$ cat src/rtl/rxchain_pkg.sv
package rxchain_pkg;

   typedef enum logic [2:0] {
      S_IDLE,
      S_FREQ,
      S_FDAT,
      S_FILL,
      S_WBREQ,
      S_STOP
   } seq_state_e;

   // byte offsets of descriptor fields
   localparam logic [2:0] FLD_LINK_LO = 3'd0;
   localparam logic [2:0] FLD_PTR_HI  = 3'd4;
   localparam logic [2:0] FLD_LEN_LO  = 3'd5;
   localparam logic [2:0] FLD_LEN_HI  = 3'd6;

endpackage

$ cat src/rtl/rxchain_desc_addr.sv
module rxchain_desc_addr #(
   parameter int BASE_W          = 8,
   parameter int OFF_W           = 16,
   parameter bit CARRY_INTO_BASE = 1'b1
) (
   input  logic [BASE_W-1:0]        base,
   input  logic [OFF_W-1:0]         desc_off,
   input  logic [2:0]               field_off,
   output logic [BASE_W+OFF_W-1:0]  addr
);
   localparam int ADDR_W = BASE_W + OFF_W;

   generate
      if (CARRY_INTO_BASE) begin : g_full_add
         assign addr = {base, desc_off} + ADDR_W'(field_off);
      end else begin : g_wrap_add
         assign addr = {base, desc_off + OFF_W'(field_off)};
      end
   endgenerate
endmodule

$ cat src/rtl/rxchain_packer.sv
module rxchain_packer #(
   parameter int CNT_W     = 16,
   parameter bit WORD_XFER = 1'b1
) (
   input  logic             clk,
   input  logic             rst_n,
   input  logic             en,
   input  logic             addr_lsb,
   input  logic [CNT_W-1:0] remain,
   input  logic             rx_valid,
   input  logic [7:0]       rx_data,
   output logic             rx_ready,
   input  logic             gnt,
   output logic             wr_req,
   output logic [15:0]      wr_data,
   output logic             wr_word,
   output logic             step_done,
   output logic             step_two
);
   logic       have_lo;
   logic [7:0] lo_byte;
   logic       pend;
   logic       pend_word;
   logic [15:0] hold;
   logic       want_word;
   logic       accept;

   generate
      if (WORD_XFER) begin : g_word
         assign want_word = !addr_lsb && (remain >= CNT_W'(2));
      end else begin : g_byte
         assign want_word = 1'b0;
      end
   endgenerate

   assign rx_ready  = en && !pend;
   assign accept    = rx_valid && rx_ready;
   assign wr_req    = pend;
   assign wr_data   = hold;
   assign wr_word   = pend_word;
   assign step_done = pend && gnt;
   assign step_two  = pend_word;

   always_ff @(posedge clk or negedge rst_n) begin
      if (!rst_n) begin
         have_lo   <= 1'b0;
         lo_byte   <= '0;
         pend      <= 1'b0;
         pend_word <= 1'b0;
         hold      <= '0;
      end else if (!en) begin
         have_lo   <= 1'b0;
         pend      <= 1'b0;
         pend_word <= 1'b0;
      end else begin
         if (pend && gnt) begin
            pend <= 1'b0;
         end
         if (accept) begin
            if (want_word && !have_lo) begin
               lo_byte <= rx_data;
               have_lo <= 1'b1;
            end else if (want_word) begin
               hold      <= {rx_data, lo_byte};
               pend      <= 1'b1;
               pend_word <= 1'b1;
               have_lo   <= 1'b0;
            end else begin
               hold      <= {8'h00, rx_data};
               pend      <= 1'b1;
               pend_word <= 1'b0;
            end
         end
      end
   end
endmodule

$ cat src/rtl/rxchain_seq.sv
module rxchain_seq
   import rxchain_pkg::*;
#(
   parameter int OFF_W  = 16,
   parameter int ADDR_W = 24,
   parameter int CNT_W  = 16
) (
   input  logic              clk,
   input  logic              rst_n,
   input  logic              enable,
   input  logic              start,
   input  logic [OFF_W-1:0]  first_desc,
   input  logic [OFF_W-1:0]  err_desc,
   input  logic [CNT_W-1:0]  buf_len,
   input  logic              mem_gnt,
   input  logic [7:0]        mem_rdata,
   input  logic              step_done,
   input  logic              step_two,
   output logic              fill_en,
   output logic [OFF_W-1:0]  cda,
   output logic [2:0]        field_off,
   output logic              sq_req,
   output logic              sq_we,
   output logic [7:0]        sq_wdata,
   output logic [ADDR_W-1:0] bar,
   output logic [CNT_W-1:0]  bcr,
   output logic              busy,
   output logic              overflow
);
   seq_state_e        state;
   logic [2:0]        idx;
   logic [OFF_W-1:0]  link;
   logic [15:0]       ptr_lo;
   logic [CNT_W-1:0]  blen;
   logic [CNT_W-1:0]  stp;

   assign stp       = step_two ? CNT_W'(2) : CNT_W'(1);
   assign fill_en   = (state == S_FILL);
   assign busy      = (state == S_FREQ) || (state == S_FDAT) ||
                      (state == S_FILL) || (state == S_WBREQ);
   assign sq_req    = (state == S_FREQ) || (state == S_WBREQ);
   assign sq_we     = (state == S_WBREQ);
   assign sq_wdata  = (idx == 3'd0) ? blen[7:0] : blen[15:8];
   assign field_off = (state == S_WBREQ) ? ((idx == 3'd0) ? FLD_LEN_LO : FLD_LEN_HI)
                                         : idx;

   always_ff @(posedge clk or negedge rst_n) begin
      if (!rst_n) begin
         state    <= S_IDLE;
         idx      <= '0;
         link     <= '0;
         ptr_lo   <= '0;
         blen     <= '0;
         cda      <= '0;
         bar      <= '0;
         bcr      <= '0;
         overflow <= 1'b0;
      end else if (!enable) begin
         state <= S_IDLE;
      end else begin
         case (state)
            S_IDLE, S_STOP: begin
               if (start) begin
                  cda      <= first_desc;
                  overflow <= 1'b0;
                  idx      <= FLD_LINK_LO;
                  state    <= S_FREQ;
               end
            end
            S_FREQ: begin
               if (mem_gnt) state <= S_FDAT;
            end
            S_FDAT: begin
               case (idx)
                  3'd0:    link[7:0]    <= mem_rdata;
                  3'd1:    link[15:8]   <= mem_rdata;
                  3'd2:    ptr_lo[7:0]  <= mem_rdata;
                  3'd3:    ptr_lo[15:8] <= mem_rdata;
                  default: ;
               endcase
               if (idx == FLD_PTR_HI) begin
                  bar   <= {mem_rdata, ptr_lo};
                  bcr   <= buf_len;
                  blen  <= buf_len;
                  idx   <= '0;
                  state <= (buf_len == '0) ? S_WBREQ : S_FILL;
               end else begin
                  idx   <= idx + 3'd1;
                  state <= S_FREQ;
               end
            end
            S_FILL: begin
               if (step_done) begin
                  bar <= bar + ADDR_W'(stp);
                  bcr <= bcr - stp;
                  if (bcr == stp) begin
                     idx   <= '0;
                     state <= S_WBREQ;
                  end
               end
            end
            S_WBREQ: begin
               if (mem_gnt) begin
                  if (idx == 3'd0) begin
                     idx <= 3'd1;
                  end else begin
                     cda <= link;
                     idx <= '0;
                     if (link == err_desc) begin
                        overflow <= 1'b1;
                        state    <= S_STOP;
                     end else begin
                        state <= S_FREQ;
                     end
                  end
               end
            end
            default: state <= S_IDLE;
         endcase
      end
   end
endmodule

$ cat src/rtl/rxchain_dma.sv
module rxchain_dma #(
   parameter int BASE_W          = 8,
   parameter int OFF_W           = 16,
   parameter int CNT_W           = 16,
   parameter bit WORD_XFER       = 1'b1,
   parameter bit CARRY_INTO_BASE = 1'b1
) (
   input  logic              clk,
   input  logic              rst_n,
   input  logic              enable,
   input  logic              start,
   input  logic [BASE_W-1:0] cfg_chain_base,
   input  logic [OFF_W-1:0]  cfg_first_desc,
   input  logic [OFF_W-1:0]  cfg_err_desc,
   input  logic [CNT_W-1:0]  cfg_buf_len,
   input  logic              rx_valid,
   input  logic [7:0]        rx_data,
   output logic              rx_ready,
   output logic              mem_req,
   output logic              mem_we,
   output logic              mem_word,
   output logic [BASE_W+OFF_W-1:0] mem_addr,
   output logic [15:0]       mem_wdata,
   input  logic              mem_gnt,
   input  logic [7:0]        mem_rdata,
   output logic              busy,
   output logic              overflow
);
   localparam int ADDR_W = BASE_W + OFF_W;

   initial begin
      assert (BASE_W == 8)  else $error("descriptor layout needs an 8-bit base");
      assert (OFF_W == 16)  else $error("descriptor link field is 16 bits");
      assert (CNT_W == 16)  else $error("length field is 16 bits");
   end

   logic              fill_en;
   logic [OFF_W-1:0]  cda;
   logic [2:0]        field_off;
   logic              sq_req, sq_we;
   logic [7:0]        sq_wdata;
   logic [ADDR_W-1:0] bar;
   logic [CNT_W-1:0]  bcr;
   logic [ADDR_W-1:0] desc_addr;
   logic              pk_req, pk_word, step_done, step_two;
   logic [15:0]       pk_data;

   rxchain_seq #(.OFF_W(OFF_W), .ADDR_W(ADDR_W), .CNT_W(CNT_W)) u_seq (
      .clk, .rst_n, .enable, .start,
      .first_desc (cfg_first_desc),
      .err_desc   (cfg_err_desc),
      .buf_len    (cfg_buf_len),
      .mem_gnt, .mem_rdata,
      .step_done, .step_two,
      .fill_en, .cda, .field_off,
      .sq_req, .sq_we, .sq_wdata,
      .bar, .bcr, .busy, .overflow
   );

   rxchain_desc_addr #(.BASE_W(BASE_W), .OFF_W(OFF_W),
                       .CARRY_INTO_BASE(CARRY_INTO_BASE)) u_daddr (
      .base      (cfg_chain_base),
      .desc_off  (cda),
      .field_off (field_off),
      .addr      (desc_addr)
   );

   rxchain_packer #(.CNT_W(CNT_W), .WORD_XFER(WORD_XFER)) u_pack (
      .clk, .rst_n,
      .en        (fill_en),
      .addr_lsb  (bar[0]),
      .remain    (bcr),
      .rx_valid, .rx_data, .rx_ready,
      .gnt       (mem_gnt & fill_en),
      .wr_req    (pk_req),
      .wr_data   (pk_data),
      .wr_word   (pk_word),
      .step_done, .step_two
   );

   assign mem_req   = fill_en ? pk_req  : sq_req;
   assign mem_we    = fill_en ? 1'b1    : sq_we;
   assign mem_word  = fill_en & pk_word;
   assign mem_addr  = fill_en ? bar     : desc_addr;
   assign mem_wdata = fill_en ? pk_data : {8'h00, sq_wdata};
endmodule

$ cat config.mk
export PLATFORM = sky130hd
export DESIGN_NAME = rxchain_dma
export DESIGN_NICKNAME = d
export VERILOG_FILES = /design/src/rtl/rxchain_pkg.sv /design/src/rtl/rxchain_desc_addr.sv /design/src/rtl/rxchain_packer.sv /design/src/rtl/rxchain_seq.sv /design/src/rtl/rxchain_dma.sv
export SDC_FILE = /design/constraint.sdc
export NUM_CORES = 1
export LEC_CHECK = 0
export BUFFER_PORTS_ARGS = -buffer_cell sky130_fd_sc_hd__buf_2
export CAP_MARGIN = 25
export CORE_MARGIN = 1
export CORE_UTILIZATION = 35
export CTS_BUF_LIST = sky130_fd_sc_hd__clkbuf_16
export CTS_CLUSTER_DIAMETER = 150
export CTS_CLUSTER_SIZE = 20
export DETAILED_ROUTE_END_ITERATION = 8
export GPL_TIMING_DRIVEN = 0
export PLACE_DENSITY = 0.62
export REMOVE_ABC_BUFFERS = 1
export SETUP_SLACK_MARGIN = 0.1
export SLEW_MARGIN = 0
export SYNTH_ARGS = -nofsm -noshare
export SYNTH_HDL_FRONTEND = slang
export SYNTH_SLANG_ARGS = --single-unit
$ cat constraint.sdc
create_clock -name clk -period 4.1 [get_ports clk]
set_input_delay 0.205 -clock clk [delete_from_list [all_inputs] [get_ports clk]]
set_output_delay 0.205 -clock clk [all_outputs]
set_load 0.02 [all_outputs]
==> results of run 1 <==
[worst max-delay path: stages (launching register included)]
cell and delay, ns:
sky130_fd_sc_hd__dfrtp_2 0.57, sky130_fd_sc_hd__inv_2 0.20, sky130_fd_sc_hd__nand2_2 0.20, sky130_fd_sc_hd__a21boi_1 0.29, sky130_fd_sc_hd__inv_1 0.10, sky130_fd_sc_hd__fa_1 0.49
sky130_fd_sc_hd__nor2b_4 0.22, sky130_fd_sc_hd__o2111ai_4 0.25, sky130_fd_sc_hd__nor4_2 0.35, sky130_fd_sc_hd__xnor2_1 0.10, sky130_fd_sc_hd__a21oi_1 0.21, sky130_fd_sc_hd__buf_2 0.20
[flip-flops by register name, indices dropped and copies added, names as in the netlist]
register and flops:
u_pack.have_lo 1, u_pack.lo_byte 8, u_pack.step_two 1, u_pack.wr_data 16, u_pack.wr_req 1, u_seq.bar 24, u_seq.bcr 16, u_seq.blen 16
u_seq.cda 16, u_seq.idx 3, u_seq.link 16, u_seq.overflow 1, u_seq.ptr_lo 16, u_seq.state 3
[cells by family after synthesis]
logic type / count (synthesis) / synth area share
fa+ha+maj: 15 / 0.0264
simple gates: 264 / 0.167
compound gates: 243 / 0.190
flops: 138 / 0.433
buf+inv: 67 / 0.0333
mux: 79 / 0.108
xor+xnor: 38 / 0.0418
[layout make-up]
type                    instances  area [sq um]  area share
repair buffers                138           892      0.0914
multi-input cells             639          4340       0.445
inverters                      21          78.8     0.00808
flip-flops and latches        138          3460       0.354
clock buffers                  17           425      0.0436
clock inverters                15           206      0.0212
well taps                     280           350      0.0359
diodes                          1          2.50    0.000257
[routing by layer]
metal	GRT usage	vias up	wire length, microns
li1	-	3321	-
met1	0.275	3449	10600
met2	0.327	184	11200
met3	0.0425	29	1080
met4	0.0616	0	366
met5	0	-	0
[where the power goes]
| group | internal, W | leakage [nW] | switching (W) |
|---|---|---|---|
| clock network | 0.00107 | 0.314 | 0.000586 |
| registers | 0.00163 | 1.84 | 0.000307 |
| logic | 0.000768 | 2.39 | 0.00108 |
| total | 0.00347 | 4.55 | 0.00198 |
[worst paths after layout]
kind,startpoint,to,cells after the start
worst min-delay path,rx_data[7],u_pack.wr_data[15]$_DFFE_PN0P_,2
min in group asynchronous,rst_n,u_seq.link[5]$_DFFE_PN0P_,2
max in group asynchronous,rst_n,u_seq.state[1]$_DFFE_PN0P_,3
worst max register to register,u_seq.state[0]$_DFFE_PN0P_,u_pack.lo_byte[1]$_DFFE_PN0P_,5
worst max-delay path,u_seq.state[0]$_DFFE_PN0P_,mem_addr[22],11
worst min register to register,u_seq.blen[15]$_DFFE_PN0P_,u_seq.blen[15]$_DFFE_PN0P_,2
[placed cells by master, fill, tap and decap left out, drive strengths merged, types with 6 or more instances in the layout]
| master | instances |
|---|---|
| o21ai | 70 |
| inv | 22 |
| xnor2 | 22 |
| mux2 | 55 |
| nor4 | 14 |
| o22a | 7 |
| nand2 | 81 |
| xor2 | 16 |
| and2 | 6 |
| ha | 12 |
| mux2i | 24 |
| a2bb2oi | 21 |
| a21oi | 71 |
| clkinv | 9 |
| nand3 | 18 |
| nor3 | 15 |
| clkbuf | 17 |
| buf | 137 |
| dfrtp | 138 |
| o22ai | 24 |
| nor2 | 57 |
| a22o | 8 |
| and3 | 22 |
| nor2b | 7 |
| nand2b | 8 |
| nand4 | 11 |
[metrics by stage]
step / std cells / total power, W
floorplan: 798 / 0.00305
global placement: 1201 / 0.00365
detailed placement: 1213 / 0.00375
CTS: 1246 / 0.00544
global route: 1248 / 0.00575
finish: 1249 / 0.00545
[what timing repair did]
action	in CTS	in global routing
gates resized for setup	11	8
buffers inserted	0	2
cloned	0	0
pin swaps	0	3
hold buffers	1	0
hold endpoints to repair	49	0
setup endpoints to repair	19	7
[synth_stat cells (4+ instances only)]
library cell	count	area share
sky130_fd_sc_hd__nand2b_1	8	0.0063
sky130_fd_sc_hd__inv_1	21	0.0099
sky130_fd_sc_hd__dfrtp_1	138	0.43
sky130_fd_sc_hd__a31oi_1	5	0.0039
sky130_fd_sc_hd__xnor2_1	22	0.024
sky130_fd_sc_hd__a22o_1	8	0.0088
sky130_fd_sc_hd__and2_1	6	0.0047
sky130_fd_sc_hd__mux2i_1	24	0.030
sky130_fd_sc_hd__nor3_1	14	0.0088
sky130_fd_sc_hd__a21oi_1	71	0.045
sky130_fd_sc_hd__mux2_1	7	0.0099
sky130_fd_sc_hd__nand4_1	11	0.0086
sky130_fd_sc_hd__buf_1	7	0.0033
sky130_fd_sc_hd__o22a_1	7	0.0077
sky130_fd_sc_hd__o22ai_1	24	0.019
sky130_fd_sc_hd__and4_1	4	0.0044
sky130_fd_sc_hd__and3_1	22	0.017
sky130_fd_sc_hd__a2bb2oi_1	21	0.023
sky130_fd_sc_hd__ha_1	12	0.019
sky130_fd_sc_hd__nand3_1	17	0.011
sky130_fd_sc_hd__buf_2	11	0.0069
sky130_fd_sc_hd__mux2_2	48	0.068
sky130_fd_sc_hd__nand2_1	81	0.038
sky130_fd_sc_hd__a211oi_1	5	0.0047
sky130_fd_sc_hd__clkbuf_1	28	0.013
sky130_fd_sc_hd__or4_1	4	0.0038
sky130_fd_sc_hd__o21ai_0	49	0.031
sky130_fd_sc_hd__o21ai_1	21	0.013
sky130_fd_sc_hd__nor2_1	56	0.026
sky130_fd_sc_hd__nor4_1	13	0.010
sky130_fd_sc_hd__xor2_1	16	0.018
sky130_fd_sc_hd__nor2b_1	7	0.0055
==> summary by stage, run 1 <==
Timing
The minimum clock period after layout is 3.82 ns. The final hold violation count was 0. The post-route worst setup slack is 0.278 ns. Setup total negative slack on the finished layout was measured at 0 ns. Headroom to the max-slew limit came out at 0.319. Setup violations remaining at the end of the flow were counted as 0. The final-report max-slew violation count is 0.

The fmax is 262 MHz. Setup repair after global routing left no endpoint under its margin. Of the available clock period, the critical path in the final layout requires 0.932.

The worst slack on hold paths is 0.0306 ns. Clock skew on the completed layout was measured at 0.00771 ns. The actual slew at the worst max-slew pin is 1.02 ns.

Clock network
The clock root buffer is sky130_fd_sc_hd__clkbuf_16. The clock drives 138 sinks. The clock latency on the worst-skew pair is 0.42 ns. The clock slew at the register clock pins of the worst setup and hold paths is 0.06 ns. The CTS H-tree depth is 4. The maximum clock path buffer count is 2. The number of buffers created by CTS is 17. TritonCTS built the clock tree.

Route
In the final routed layout, each cell accounts on average for 18.7 microns. The overall routed net length is 23.3 mm. Dividing the detail-routed via count by the number of cells gives 5.59. The first routing iteration left 565 violations. The number of nets with antenna violations after detailed routing is 0. Across all layers, the routed design uses 6983 vias. After detailed routing, the number of remaining DRC violations is 0. Before antenna repair, the detailed router went through 6 iterations.

Yosys
The post-synthesis instance total is 844. The flip-flop and latch count after synthesis is 138. For this run, the register share of the synthesized area comes to 0.433. Among all flip-flop cells after synthesis, the most frequent one is sky130_fd_sc_hd__dfrtp_1. The post-synthesis area per instance is 9.44 sq um. After synthesis, the share of flip-flops with an asynchronous set or reset is 1.00.

The count of distinct cell types in the synthesized netlist is 65. Counting flops with a built-in enable in the synthesized netlist gives 0. For this run, the number of Yosys warnings is 0. The synthesized netlist occupies a cell area of 7970 sq um.

Critical path
STA classifies the critical path startpoint as a flip-flop. The maximum fanout along the worst path is 23. In this run the register-to-register setup slack is 0.80 ns. For the worst setup path, the data arrival time is 3.62 ns. The required time of the critical path is 3.89 ns. The class of the most critical setup path is flip-flop to output port. The nature of the critical path endpoint is an output port.

Global route
The first global-routing pass estimated 37.3 mm of wire. After global routing the overflow that remains totals 0. The largest net degree at the start of global routing is 90. The number of antenna violations at the first check in global routing is 0.

Across every metal layer, demand over resource in global routing totals 0.203. The number of global-route vias before repair is 6760.

Cells and area
The finished layout cell area is 9760 sq um. The fraction of final layout cells with drive strength greater than 1 is 0.247. The number of nets in the layout is 1048. The number of filler instances in the final layout is 2120. Compared with the post-synthesis result, the final layout area differs by 22.4%. The share of the core filled with cells is 0.442.

Place
Summing all placed instances gives a cell area of 9020 sq um. Detailed placement finished with a half-perimeter wire length of 16.9 mm. The placement-stage worst setup slack is -0.0331 ns. The routability congestion estimate is 0.823. Buffers placed on the I/O ports in this run total 123.

Power and ir drop
For this design the static power due to leakage is 4.55 nW. The peak supply drop is 0.000249 V. The total power per unit cell area is 558 nW/um^2.

Floorplanning
The die width is 153 microns. The starting density of the core is 0.361. The row count is 54. During I/O placement, the number of pins put on the boundary was 124. The total area inside the core boundary comes to 22100 sq um. In this run the vertical extent of the chip is 153 microns.

The area enclosed by the die boundary is 23400 sq um.

Flow run
The tool flagged a number of max-cap violations equal to 0.

Worst hold path
The class of the most critical hold timing path is input pin to flip-flop.

Status
The flow ran to the end, and the final reports show no timing, DRC or antenna violations.
Power figures use the tool's default switching activity.
==> run 2: changes to the inputs <==
--- a/config.mk
+++ b/config.mk
@@ -5,7 +5,6 @@
 export SDC_FILE = /design/constraint.sdc
 export NUM_CORES = 1
 export LEC_CHECK = 0
-export BUFFER_PORTS_ARGS = -buffer_cell sky130_fd_sc_hd__buf_2
 export CAP_MARGIN = 25
 export CORE_MARGIN = 1
 export CORE_UTILIZATION = 35
@@ -13,8 +12,9 @@
 export CTS_CLUSTER_DIAMETER = 150
 export CTS_CLUSTER_SIZE = 20
 export DETAILED_ROUTE_END_ITERATION = 8
+export DONT_BUFFER_PORTS = 1
 export GPL_TIMING_DRIVEN = 0
-export PLACE_DENSITY = 0.62
+export PLACE_DENSITY = 0.57
 export REMOVE_ABC_BUFFERS = 1
 export SETUP_SLACK_MARGIN = 0.1
 export SLEW_MARGIN = 0
==> run 2 against run 1 <==
Sequential share of layout area increased by 0.45 points. Cell count is 5.8% lower. Critical path type unchanged. Combinational power is 9% lower. Die area unchanged. Non-clock buffer count fell by 74. Largest power group unchanged. Clock skew is 0.0064 ns higher. Wire length up 2.0%. Sequential power about the same. Critical path depth is the same. Flip-flop and latch count stayed put.
==> summary by stage, run 2 (same netlist as run 1, synthesis figures left out) <==
Floorplanning
The initial utilization of the core area, before any placement, comes to 0.361. The die is 153 microns wide. In this run the vertical extent of the chip is 153 microns. The row count is 54. In this run the count of I/O pins placed on the die edge is 124. In this run the standard cell core region covers 22100 sq um.

The area enclosed by the die boundary is 23400 sq um.

Clock network
The maximum clock path buffer count is 2. The CTS H-tree depth is 4. The TritonCTS clock tree is built. The number of clock buffers added by TritonCTS is 17. The clock slew at the register clock pins of the worst setup and hold paths is 0.06 ns.

The clock root buffer is sky130_fd_sc_hd__clkbuf_16. Counting every sink on the clock net gives 138. The clock latency on the worst-skew pair is 0.43 ns.

Critical path
STA classifies the critical path startpoint as a flip-flop. For the worst flop-to-flop path, the logic depth is 5. The class of the most critical setup path is flip-flop to output port.

Data on the critical path arrives at its endpoint at 3.65 ns. The maximum fanout along the worst path is 10. The launch point of the worst reg-to-reg path is u_seq.state[1]$_DFFE_PN0P_. The critical path starts at u_seq.idx[0]$_DFFE_PN0P_.

STA classifies the critical path endpoint as an output port. The register-to-register setup slack is 0.62 ns. For the worst setup path, the data required time is 3.89 ns. The capturing point of the worst reg2reg path is u_pack.lo_byte[1]$_DFFE_PN0P_.

Timing
The final-report max-slew violation count came to 0. In the finished design, the share of the clock period the worst path needs comes to 0.940. The post-route worst setup slack is 0.245 ns. The final hold violation count is 0. Headroom to the max-slew limit came out at 0.331.

Setup repair after global routing could not meet its margin everywhere. The fmax is 259 MHz. Setup violations remaining at the end of the flow were counted as 0. Across the routed clock network, the largest skew measured is 0.0141 ns. The minimum clock period after layout is 3.86 ns. The actual slew at the worst max-slew pin is 0.999 ns.

Cells and area
The share of the core filled with cells is 0.436. The layout overhead on the synthesized area is 20.9%. The number of nets in the layout is 974.

The register with the most flip-flops in the layout has 24 of them. The most frequent standard cell in the layout excluding fill and tap cells is sky130_fd_sc_hd__dfrtp_1. More flip-flops sit in one register than any other, and that register is u_seq.bar. Of the cells placed in the final design, the portion with a size suffix greater than 1 is 0.132. The library cells used most frequently in the layout, excluding fill and tap cells, are sky130_fd_sc_hd__dfrtp_1 (136), sky130_fd_sc_hd__nand2_1 (80), sky130_fd_sc_hd__a21oi_1 (67).

Global route
The number of antenna violations at the first check in global routing is 3. The residual overflow from global routing is 0. For this run, the total global-route usage over all layers was measured as 0.206. Entering global routing, the biggest net connects 139 pins. The first global-routing pass estimated 37.0 mm of wire. The number of global-route vias before repair is 6346.

Power and ir drop
Internal power comes to 0.00326 W. Of the total power, combinational logic draws 0.321. Summed over all cells, the static leakage comes to 4.19 nW. Of the total power, the clock network draws 0.308. In this run the power density over the cells is 544 nW/um^2. The share of total power dissipated in sequential elements is 0.372.

The share of total power consumed by net switching is 0.378. The peak supply drop is 0.000227 V. The total power is 0.00524 W.

The switching power summed over all nets is 0.00198 W.

Worst hold path
The startpoint of the tightest hold check path is cfg_buf_len[6]. The hold path endpoint is u_seq.bcr[6]$_DFFE_PN0P_. The worst hold path depth is 2. The tightest min-delay check is of the input pin to flip-flop type.

Route
Summed over all layers, the routed wires come to 23.8 mm. The first-pass detailed-route iteration total is 5. The final route contains 6626 vias. The number of remaining DRC errors is 0.

The detail-routed via count per cell is 5.63. After the first detailed-routing iteration, the DRC count stood at 497. The wire length per cell is 20.2 microns. Once detail routing completed, the nets flagged for antenna violations numbered 0.

Place
The post-DP HPWL is 16.4 mm. Prior to clock tree synthesis, the placed netlist has a worst setup slack of -0.0150 ns. The congestion estimate from routability-driven global placement came to 0.805. During placement, the flow inserted port buffers numbering 0.

Flow run
The number of max-cap violations is 0.

Status
The flow ran to the end, and the final reports show no timing, DRC or antenna violations.
run 2: how the worst max path moves through the flow:
stage                                     to  slack (ns)
global route                    mem_addr[22]        0.10
global placement    u_seq.bcr[6]$_DFFE_PN0P_       -2.27
detailed placement               mem_addr[9]       -0.01
floorplan                       mem_addr[10]       -0.09
CTS                             mem_addr[20]        0.14
finish                           mem_addr[9]        0.24
run 2: worst max-delay path, cell delays in order (launching register included):
cell and delay, ns:
sky130_fd_sc_hd__dfrtp_1 0.41, sky130_fd_sc_hd__inv_1 0.14, sky130_fd_sc_hd__ha_1 0.22, sky130_fd_sc_hd__nor2b_2 0.32, sky130_fd_sc_hd__nand2_1 0.11, sky130_fd_sc_hd__a21boi_0 0.15
sky130_fd_sc_hd__ha_1 0.29, sky130_fd_sc_hd__a21o_1 0.17, sky130_fd_sc_hd__a21oi_2 0.52, sky130_fd_sc_hd__nor2_1 0.23, sky130_fd_sc_hd__xnor2_1 0.21, sky130_fd_sc_hd__a21oi_1 0.44
run 2: power by group through the flow:
stage	clock network, W	registers [W]	logic, W
6_report	0.00161	0.00195	0.00168
3_3_place_gp	0	0.00195	0.00149
3_5_place_dp	0	0.00196	0.00158
5_1_grt	0.00168	0.00198	0.00185
2_1_floorplan	0	0.00186	0.00119
4_1_cts	0.00164	0.00194	0.00169
run 2: area by class of cell:
cell class / instances / area [sq um]
clock inverters: 15 / 186
repair buffers: 64 / 791
multi-input cells: 639 / 4340
flip-flops and latches: 138 / 3460
well taps: 280 / 350
clock buffers: 17 / 425
inverters: 21 / 78.8
diodes: 2 / 5.00
fillers: 2051 / 12500
run 2: per-layer routing:
metal / track usage / vias up / routed length [microns]
li1: - / 3197 / -
met1: 0.277 / 3242 / 10700
met2: 0.329 / 156 / 11300
met3: 0.0508 / 31 / 1300
met4: 0.0616 / 0 / 372
met5: 0 / - / 0
run 2: repair_timing:
action,4_1_cts,5_1_grt
cloned,0,0
hold buffers,52,0
resized for setup,15,7
endpoints found under the hold margin,229,0
pin swaps,0,0
setup buffers,0,0
endpoints found under the setup margin,20,9
run 2: through the flow:
stage / hold WS [ns] / instance area (sq um) / setup TNS, ns / cells
finish: 0.0122 / 9630 / 0 / 1176
global route: 0.0192 / 9630 / 0 / 1175
global placement: -0.0861 / 8130 / -172.72 / 1078
detailed placement: -0.0858 / 8410 / -0.0267 / 1090
CTS: 0.00367 / 9600 / 0 / 1174
floorplan: -0.0906 / 7780 / -1.24 / 798
